<file path="src/rtl/pmode_pkg.sv">
package pmode_pkg;

    typedef struct packed {
        logic idle;
        logic pd;
    } mode_t;

    typedef struct packed {
        logic cpu_en;
        logic per_en;
        logic cnt_en;
        logic osc_stop;
        logic port_hold;
        logic strobe_hold;
    } gate_t;

endpackage

</file>
<file path="src/rtl/pmode_reg.sv">
module pmode_reg
    import pmode_pkg::*;
#(
    parameter int REG_W    = 8,
    parameter int IDLE_BIT = 0,
    parameter int PD_BIT   = 1,
    parameter int GF_LSB   = 2,
    parameter int GF_N     = 2
) (
    input  logic             clk,
    input  logic             rst_any_n,
    input  logic             por_rst_n,
    input  logic             wr_en,
    input  logic [REG_W-1:0] wdata,
    input  logic             irq_pending,
    output mode_t            mode_o,
    output logic [REG_W-1:0] rdata
);

    localparam int GF_MSB = GF_LSB + GF_N - 1;

    mode_t           mode_d, mode_q;
    logic [GF_N-1:0] gf_d, gf_q;

    // Next-state: power-down freezes everything, idle only listens for wake-up
    always_comb begin
        mode_d = mode_q;
        gf_d   = gf_q;
        if (mode_q.pd) begin
            mode_d = mode_q;
        end else if (mode_q.idle) begin
            if (irq_pending) begin
                mode_d.idle = 1'b0;
            end
        end else if (wr_en) begin
            mode_d.idle = wdata[IDLE_BIT];
            mode_d.pd   = wdata[PD_BIT];
            gf_d        = wdata[GF_MSB:GF_LSB];
        end
    end

    // Mode bits: cleared by any reset
    always_ff @(posedge clk or negedge rst_any_n) begin
        if (!rst_any_n) begin
            mode_q <= '0;
        end else begin
            mode_q <= mode_d;
        end
    end

    // Flag bits: cleared by power-on reset only
    always_ff @(posedge clk or negedge por_rst_n) begin
        if (!por_rst_n) begin
            gf_q <= '0;
        end else begin
            gf_q <= gf_d;
        end
    end

    for (genvar i = 0; i < REG_W; i++) begin : g_rd
        if (i == IDLE_BIT) begin : g_idle
            assign rdata[i] = mode_q.idle;
        end else if (i == PD_BIT) begin : g_pd
            assign rdata[i] = mode_q.pd;
        end else if (i >= GF_LSB && i <= GF_MSB) begin : g_gf
            assign rdata[i] = gf_q[i-GF_LSB];
        end else begin : g_zero
            assign rdata[i] = 1'b0;
        end
    end

    assign mode_o = mode_q;

    p_wake_r5: assert property (@(posedge clk) disable iff (!rst_any_n)
        (mode_q.idle && !mode_q.pd && irq_pending) |=> !mode_q.idle);

    p_pd_sticky_r7: assert property (@(posedge clk) disable iff (!rst_any_n)
        mode_q.pd |=> (mode_q.pd && $stable(gf_q)));

    p_idle_nowrite_r8: assert property (@(posedge clk) disable iff (!rst_any_n)
        (mode_q.idle && !mode_q.pd && !irq_pending) |=> (mode_q.idle && $stable(gf_q)));

    p_flags_hold_r9: assert property (@(posedge clk) disable iff (!rst_any_n)
        !wr_en |=> $stable(gf_q));

endmodule

</file>
<file path="src/rtl/pmode_gate.sv">
module pmode_gate
    import pmode_pkg::*;
(
    input  logic  clk,
    input  logic  rst_any_n,
    input  mode_t mode_i,
    input  logic  cnt_run_idle,
    output gate_t gate_o
);

    gate_t gate_d, gate_q;

    always_comb begin
        gate_d.osc_stop    = mode_i.pd;
        gate_d.per_en      = !mode_i.pd;
        gate_d.cpu_en      = !(mode_i.pd || mode_i.idle);
        gate_d.port_hold   = mode_i.pd || mode_i.idle;
        gate_d.strobe_hold = mode_i.pd || mode_i.idle;
        if (mode_i.pd) begin
            gate_d.cnt_en = 1'b0;
        end else if (mode_i.idle) begin
            gate_d.cnt_en = cnt_run_idle;
        end else begin
            gate_d.cnt_en = 1'b1;
        end
    end

    // Falling-edge register: enables only move while the clock is low
    always_ff @(negedge clk or negedge rst_any_n) begin
        if (!rst_any_n) begin
            gate_q <= '{cpu_en: 1'b1, per_en: 1'b1, cnt_en: 1'b1,
                        osc_stop: 1'b0, port_hold: 1'b0, strobe_hold: 1'b0};
        end else begin
            gate_q <= gate_d;
        end
    end

    assign gate_o = gate_q;

    p_cpu_off_r2: assert property (@(posedge clk) disable iff (!rst_any_n)
        (mode_i.idle || mode_i.pd) |-> !gate_q.cpu_en);

    p_per_idle_r3: assert property (@(posedge clk) disable iff (!rst_any_n)
        (mode_i.idle && !mode_i.pd) |-> gate_q.per_en);

    p_hold_r4: assert property (@(posedge clk) disable iff (!rst_any_n)
        (mode_i.idle || mode_i.pd) |-> (gate_q.port_hold && gate_q.strobe_hold));

    p_pd_stop_r6: assert property (@(posedge clk) disable iff (!rst_any_n)
        mode_i.pd |-> (gate_q.osc_stop && !gate_q.per_en && !gate_q.cnt_en));

endmodule

</file>
<file path="src/rtl/pmode_ctrl.sv">
module pmode_ctrl
    import pmode_pkg::*;
#(
    parameter int REG_W    = 8,
    parameter int IDLE_BIT = 0,
    parameter int PD_BIT   = 1,
    parameter int GF_LSB   = 2,
    parameter int GF_N     = 2
) (
    input  logic             clk,
    input  logic             por_rst_n,
    input  logic             sys_rst_n,
    input  logic             reg_wr,
    input  logic [REG_W-1:0] reg_wdata,
    output logic [REG_W-1:0] reg_rdata,
    input  logic             irq_pending,
    input  logic             cnt_run_idle,
    output logic             cpu_clk_en,
    output logic             per_clk_en,
    output logic             cnt_clk_en,
    output logic             osc_stop,
    output logic             port_hold,
    output logic             strobe_hold
);

    logic  rst_any_n;
    mode_t mode;
    gate_t gate;

    assign rst_any_n = por_rst_n & sys_rst_n;

    pmode_reg #(
        .REG_W    (REG_W),
        .IDLE_BIT (IDLE_BIT),
        .PD_BIT   (PD_BIT),
        .GF_LSB   (GF_LSB),
        .GF_N     (GF_N)
    ) u_reg (
        .clk         (clk),
        .rst_any_n   (rst_any_n),
        .por_rst_n   (por_rst_n),
        .wr_en       (reg_wr),
        .wdata       (reg_wdata),
        .irq_pending (irq_pending),
        .mode_o      (mode),
        .rdata       (reg_rdata)
    );

    pmode_gate u_gate (
        .clk          (clk),
        .rst_any_n    (rst_any_n),
        .mode_i       (mode),
        .cnt_run_idle (cnt_run_idle),
        .gate_o       (gate)
    );

    assign cpu_clk_en  = gate.cpu_en;
    assign per_clk_en  = gate.per_en;
    assign cnt_clk_en  = gate.cnt_en;
    assign osc_stop    = gate.osc_stop;
    assign port_hold   = gate.port_hold;
    assign strobe_hold = gate.strobe_hold;

endmodule

</file>
<file path="config.mk">
export PLATFORM = sky130hd
export DESIGN_NAME = pmode_ctrl
export DESIGN_NICKNAME = d
export VERILOG_FILES = /design/src/rtl/pmode_pkg.sv /design/src/rtl/pmode_reg.sv /design/src/rtl/pmode_gate.sv /design/src/rtl/pmode_ctrl.sv
export SDC_FILE = /design/constraint.sdc
export NUM_CORES = 1
export LEC_CHECK = 0
export ABC_AREA = 1
export BUFFER_PORTS_ARGS = -buffer_cell sky130_fd_sc_hd__buf_2
export CELL_PAD_IN_SITES_DETAIL_PLACEMENT = 0
export CELL_PAD_IN_SITES_GLOBAL_PLACEMENT = 1
export CORE_ASPECT_RATIO = 0.9
export CORE_MARGIN = 5
export CORE_UTILIZATION = 25
export DETAILED_ROUTE_END_ITERATION = 8
export PLACE_DENSITY = 0.85
export RECOVER_POWER = 100
export SLEW_MARGIN = 10
export SYNTH_ARGS = -nofsm -noshare
export SYNTH_HDL_FRONTEND = slang
export SYNTH_SLANG_ARGS = --single-unit
</file>
<file path="constraint.sdc">
create_clock -name clk -period 0.9 [get_ports clk]
set_input_delay 0.045 -clock clk [delete_from_list [all_inputs] [get_ports clk]]
set_output_delay 0.045 -clock clk [all_outputs]
set_load 0.005 [all_outputs]
</file>
After elaboration in Yosys (flattened, before gate mapping) --
Cells that the tools add are included.
Cells by class: bitwise operators 3, reductions and logical operators 4, muxes and demuxes 7
Operators by type and width (count):
- 1-bit 2-to-1 mux | 6
- 3-bit AND reduction | 1
- 1-bit zero test | 2
- 2-bit 2-to-1 mux | 1
- 1-bit NOT | 2
- 1-bit AND | 1
- 1-bit logical OR | 1
Word-level totals: flip-flop bits (word level) 9, logic and storage cells 22, output and inout bits 14

Depth between registers and ports, before layout --
Gate-level depths: netlist of run 1.
depth after elaboration 3, gate-level depth with buffers 4, gate-level depth less buffers 4

Hierarchy --
A second synthesis of run 1 with hierarchy kept.
Second synthesis, totals: cells, all modules 41, area total of the unflattened synthesis 390.4 um2
Modules (own cells, without submodules):
- pmode_reg | area an instance 215.2 um2, sequential area each 100.1 um2, cells each 26, instances 1
- pmode_gate | area an instance 167.7 um2, sequential area each 128.9 um2, cells each 13, instances 1
- pmode_ctrl | area an instance 7.5 um2, sequential area each 0.0 um2, cells each 2, instances 1

==> run summary, run 1 <==
Setup repair after global routing could not meet its margin everywhere. The final count of hold timing violations is 0. The count of filler cells inserted in the layout is ~160. The number of placed instances, taps included, is between 70 and 80. On the critical path the largest part of the delay comes from flip-flops. The worst setup path is of the reg2out kind.

The die outline width came out at just over 50 um. The analysis attributes to cell leakage a power of ~0.34 nW. The highest fanout seen on the critical path is 1. The root buffer cell is clkbuf_4. The top cell types in the final layout, fill and taps aside, are buf_2 (14), nand2_1 (9), buf_6 (7), inv_1 (4), conb_1 (4). In this run the worst setup path begins at u_gate.gate_o[5]$_DFF_NN1_. Setup violations remaining at the end of the flow were counted as 19. The synthesis-stage register bit count is 9. The count of yosys warnings during synthesis is 0. The average vias per placed instance is 3.845. Across all setup checks in the final design, the least slack found is -0.5077 ns. The register area is between 200 and 250 sq um. The synthesized netlist occupies a cell area of about 370 sq um. The checks that failed: negative setup slack. The share of final-layout standard cells stronger than drive strength 1 is 0.5652.

Before CTS, the worst setup slack after placement is -0.2921 ns. The total length of routed wires is about 860 um. The startpoint identified for the worst register-to-register timing path is u_reg.mode_o[0]$_DFF_PN0_.

The clock slew at the register clock pins of the worst setup and hold paths is roughly 0.07 ns. The number of global-route vias before repair is 343. 28 I/O pins were placed.

The CTS buffer count is 3. The largest single stage delay on the critical path is roughly 0.5 ns. The startpoint type of the worst setup path is a flop. The buffer levels on the longest clock path came out at 2. 0 antenna diodes ended up in the layout. The starting DRC count in detailed routing is 4. The post-route non-filler standard cell count came out at 84. The wire-length estimate of the detail-placed layout is 641.6 um. The die covers roughly 2400 sq um. The pin count of the biggest net entering global routing is 7. Synthesis handed over a netlist of 37 instances. The highest-delay cell along the critical path is dfstp_2. The total buffers and inverters traversed by the critical path is 1. At the worst endpoint, the required time is between 0.8 and 0.9 ns.

The number of H-tree levels is 1. The final number of max-transition violations came out at 0. The area growth from synthesis to layout is 64.31%. The worst setup skew after layout came out at around 0.052 ns. The flow ran to the end, but the final reports show violations.

The count of standard-cell rows is 13. The routed layout has 323 vias. Dividing the synthesized area by the synthesized cell count gives 10.04 sq um. The global routing usage summed across all routing layers is 0.07197. The number of distinct library cell variants in the gate-level netlist after synthesis is 11. The floorplan step set the die height to roughly 47 um. The startpoint identified for the worst hold timing path is reg_wdata[0]. The residual overflow from global routing came out at 0.

The library cell used most frequently in the layout, excluding fill and tap cells, is buf_2. The critical path arrival is about 1.4 ns. The clock drives 9 sinks. The initial antenna violation count is 0. The final net count came out at 84. The path class of the tightest hold or removal check is in2reg. The global-route wire length before repair is approximately 1300 um. The weighted congestion reported at the end of routability-driven placement is ~0.64.

The final routed DRC violation total is 0. During placement, the flow inserted port buffers numbering 19. The first-pass detailed-route iteration total came out at 2. The tool flagged a number of max-cap violations equal to 0. After detailed routing, the average wire length per cell comes to between 10 and 15 um. The TritonCTS clock tree is done.

The cell area power density came out at 1306 nW/um^2. The area of the core is between 1000 and 1500 sq um. The remaining number of nets flagged by the antenna check after routing came out at 0. Summing all multi-input logic gate instances after layout gives 112.6 sq um. The worst ir drop on vdd came out at between 0.3 and 0.4 mV. The share of the Yosys chip area taken by registers is 0.6162. The signal on the critical path passes through buf_2. For this configuration, the core starts out at a cell density of 0.2596.

The critical path capture point type is an output pin. The source-to-sink clock delay at the later pin of the worst-skew pair came out at 0.31 ns.
## path summary, 6_finish.rpt
check | end | slack, ns | cells after the start
worst max-delay path | cpu_clk_en | -0.51 | 1
worst min-delay path | u_reg.mode_o[1]$_DFFE_PN0N_ | 0.01 | 3
worst max register to register | u_gate.gate_o[1]$_DFF_NN0_ | -0.31 | 2
worst min register to register | u_reg.gf_q[1]$_DFFE_PN0P_ | 0.48 | 2
max in group asynchronous | u_gate.gate_o[4]$_DFF_NN1_ | -0.10 | 4
min in group asynchronous | u_reg.gf_q[0]$_DFFE_PN0P_ | 0.11 | 2
## what timing repair did
item                       CTS  global route
cloned                       0             0
pin swaps                    3             1
setup buffers                1             3
hold endpoints to repair     4             4
setup endpoints to repair   16            21
hold buffers                 1             2
gates resized for setup      8            10
## synth_stat cells
cell type | count | area (sq um)
nand2_1 | 11 | 41.29
buf_4 | 6 | 45.04
dfrtp_1 | 4 | 100.1
inv_1 | 4 | 15.01
dfstp_2 | 3 | 78.83
nand3_1 | 3 | 15.01
dfrtn_1 | 2 | 50.05
conb_1 | 1 | 3.750
nand2_2 | 1 | 6.260
nor2_4 | 1 | 11.26
o21ai_0 | 1 | 5.000
## area by class of cell
| type | instances | share of cell area |
|---|---|---|
| clock buffers | 3 | 0.03689 |
| well taps | 15 | 0.03074 |
| flip-flops and latches | 9 | 0.3770 |
| repair buffers | 29 | 0.3279 |
| inverters | 3 | 0.01844 |
| clock inverters | 4 | 0.02459 |
| multi-input cells | 21 | 0.1844 |
## tightest hold or removal path, delay by kind of cell
kind	cells	cell delay, ns
simple gates	2	0.11
buf+inv	1	0.08
## through the flow
step                TNS [ns]  hold slack [ns]  utilization  instance area [sq um]  power (W)
finish                -4.503          0.01232       0.4266                  610.6  0.0007975
global route          -5.465          0.01367       0.4266                  610.6  0.0008474
detailed placement    -1.954          -0.1582       0.3418                  489.2  0.0004789
global placement      -1.829          -0.1624       0.3418                  489.2  0.0004779
CTS                   -4.453         -0.08117       0.4004                  573.1  0.0008057
floorplan             -1.435          -0.2506            -                  382.9  0.0004632
## logic make-up after synthesis
group | after synthesis | share of synthesized area
AND/OR/NAND/NOR | 16 | 0.1987
buffers and inverters | 10 | 0.1616
flip-flops | 9 | 0.6162
AO/OA/AOI/OAI | 1 | 0.01346
other | 1 | 0.01009
## per-layer routing
layer,vias to the layer above,global-route usage,part of all wire
met5,-,0,0
met4,0,0.06122,0
met3,0,0.006472,0.067
met2,10,0.1163,0.55
met1,150,0.08661,0.39
li1,163,-,-
## power by group
group | internal (W) | total (W) | switching [W]
clock network | 0.000177 | 0.000345 | 0.000168
registers | 0.000407 | 0.000407 | 0
logic | 0.0000215 | 0.0000458 | 0.0000243
total | 0.000605 | 0.000798 | 0.000192
## sequential cells by signal, indices dropped and copies added (netlist names)
signal,flops
u_gate.gate_o,5
u_reg.gf_q,2
u_reg.mode_o,2
(Power assumes the default switching activity.)
==> inputs of run 2 (changes only) <==
==> constraint.sdc (replaced) <==
create_clock -name clk -period 0.9 [get_ports clk]
set_input_delay 0.045 -clock clk [delete_from_list [all_inputs] [get_ports clk]]
set_output_delay 0.045 -clock clk [all_outputs]
set_load 0.05 [all_outputs]
==> run 2 against run 1 <==
Compared with the run above: the flow still finishes with violations (negative setup slack); die area is the same; hold slack better by 0.014 ns; clock power grew 3%; sequential cell count unchanged; sequential share of layout area shrank 3.9 points; first-iteration DRC count grew 50%; clock skew rose by 0.0063 ns; routed wire length grew 4.6%; largest power group unchanged.
==> run summary, run 2 (synthesized netlist as in run 1, its figures left out) <==
The critical path arrival is 1.44 ns (+0.08 ns). The count of standard-cell rows came to 13 (unchanged). The detail-routed net length per standard cell is 10.75 um (+4.6%).

The met1 routing resource usage after global routing came out at 0.09862 (+0.01201). The kind of cell with the highest combined delay along the critical path is flip-flops. The flow ran to the end, but the final reports show violations. The cell leakage power came out at 0.3557 nW (+5.1%). The source-to-sink clock delay at the later pin of the worst-skew pair is 0.32 ns (about the same). The least setup slack across all paths after layout came out at -0.5832 ns (-0.07554 ns). The area growth from synthesis to layout is 83.17%.

The final routed DRC violation total is 0 (unchanged). The highest-delay cell along the critical path is dfstp_2. The number of antenna repair diodes came out at 0 (unchanged). The weighted congestion reported at the end of routability-driven placement came to 0.6553 (+2.9%). Setup repair after global routing could not meet its margin everywhere. The CTS buffer count came out at 3 (unchanged).

The endpoint required time on the critical path came out at 0.85 ns (about the same). The signal on the critical path passes through buf_8. The final net count is 84 (unchanged).

The critical path is of the reg2out type. The clock slew at the register clock pins of the worst setup and hold paths came out at 0.06 ns (about the same). The final number of max-transition violations was 0 (unchanged).

The count of filler cells inserted in the layout is 139 (-10%). The pin count of the biggest net entering global routing is 8 (+1). In the layout the commonest cells are buf_6 (12), nand2_1 (10), buf_2 (9), buf_8 (5), conb_1 (4). STA classifies the critical path endpoint as an output pin. The area of the core came out at 1431 sq um (unchanged). The worst slack at placement came out at -0.3463 ns (-0.05424 ns). The buffer levels on the longest clock path is 2 (unchanged). The number of placed instances, taps included came out at 73 (unchanged). The global routing met3 resource utilization came out at 0.02265 (+0.01618).

The global-route wire length before repair is 1518 um (+18%). The checks that failed: negative setup slack. The total of endpoints with negative setup slack in the final report is 21 (+2).

The starting DRC count in detailed routing was 6 (+2). The global routing stage identified its most utilized layer as met2. The worst ir drop on vdd came out at 0.5499 mV (+65%). The total length of routed wires came out at 903 um (+4.6%).

The TritonCTS clock tree is done. The floorplan die height is 46.58 um (unchanged). The share of final-layout standard cells stronger than drive strength 1 is 0.5797 (+0.01449). The die outline width is 50.64 um (unchanged).

The worst setup path is launched from a flop. The number of placed I/O pins is 28 (unchanged). The overall die area is 2359 sq um (unchanged).

The worst setup skew after layout was 0.05855 ns (+0.006305 ns). The number of H-tree levels was 1 (unchanged). The post-route non-filler standard cell count came to 84 (unchanged). The count of buffers from port buffering came to 19 (unchanged). The cell area power density is 1229 nW/um^2 (-5.9%). The remaining number of nets flagged by the antenna check after routing was 0 (unchanged). The first-pass detailed-route iteration total was 4 (+2).

The flip-flop count of the largest register, all copies and words added is 5 (unchanged). The total number of vias is 333 (+3.1%). The initial antenna violation count came out at 0 (unchanged). The most common cell after layout, fill and taps aside is buf_6. The total placed instance area was 490.5 sq um (+0.26%). The total buffers and inverters traversed by the critical path is 1 (unchanged). The post-layout instance area is 680.7 sq um (+11%).

The residual overflow from global routing is 0 (unchanged). The highest fanout seen on the critical path is 1 (unchanged). The root buffer cell is clkbuf_4.

The final setup TNS came out at -5.539 ns (-1.036 ns). The global routing usage summed across all routing layers is 0.08711 (+0.01514). The number of global-route vias before repair was 375 (+9.3%). The initial core utilization is 0.2596 (unchanged). The max capacitance violation total is 0 (unchanged). The met2 track utilization from global routing is 0.1361 (+0.01980). The core occupancy in the finished layout was 0.4755 (+0.04895). The delay contributed by the slowest stage of the critical path is 0.53 ns (+0.03 ns). The class of the worst hold path is in2reg. The average vias per placed instance came to 3.964 (+3.1%). The HPWL after detailed placement came out at 655.2 um (+2.1%).

The TritonCTS sink count is 9 (unchanged). The final count of hold timing violations is 0 (unchanged).
[run 2: per-stage QoR]
stage                     hold slack, ns  power [W]
after floorplan                  -0.2506  0.0004967
after global placement           -0.1626  0.0005071
after detailed placement         -0.1610  0.0005078
after CTS                        -0.2800  0.0008439
after global routing             0.03269  0.0008979
final                            0.02655  0.0008365
[run 2: where the power goes]
part           leakage (nW)  switching [W]  internal (W)
Clock                0.0310       0.000166      0.000188
Sequential            0.102              0      0.000407
Combinational         0.223      0.0000546     0.0000208
Total                 0.356       0.000221      0.000616
[run 2: repair_timing]
item / in CTS / in global routing
pin swaps: 4 / 0
setup endpoints to repair: 18 / 24
resized for setup: 33 / 4
hold buffers: 1 / 2
setup buffers: 5 / 0
endpoints found under the hold margin: 4 / 4
[run 2: layout make-up]
type / count / area, sq um / area share
clock buffer: 4 / 26.28 / 0.03860
clock inverter: 3 / 11.26 / 0.01654
inverter: 3 / 15.01 / 0.02206
multi-input combinational: 21 / 96.34 / 0.1415
sequential: 9 / 230.2 / 0.3382
tap: 15 / 18.77 / 0.02757
timing repair buffer: 29 / 282.8 / 0.4154
[run 2: worst paths after layout]
check,from,depth (start not counted),end,slack [ns]
hold reg to reg,u_reg.gf_q[0]$_DFFE_PN0P_,2,u_reg.gf_q[0]$_DFFE_PN0P_,0.51
setup / recovery,u_gate.gate_o[3]$_DFF_NN1_,1,cnt_clk_en,-0.58
setup reg to reg,u_reg.mode_o[0]$_DFF_PN0_,2,u_gate.gate_o[1]$_DFF_NN0_,-0.34
max in group asynchronous,por_rst_n,4,u_gate.gate_o[5]$_DFF_NN1_,-0.14
hold / removal,reg_wdata[3],3,u_reg.gf_q[1]$_DFFE_PN0P_,0.03
min in group asynchronous,por_rst_n,2,u_reg.gf_q[0]$_DFFE_PN0P_,0.11
[run 2: metal layers]
layer,part of all wire,up-vias,routed length (um)
li1,-,167,-
met1,0.39,149,354
met2,0.53,14,479
met3,0.060,3,54
met4,0.016,0,14
met5,0,-,0
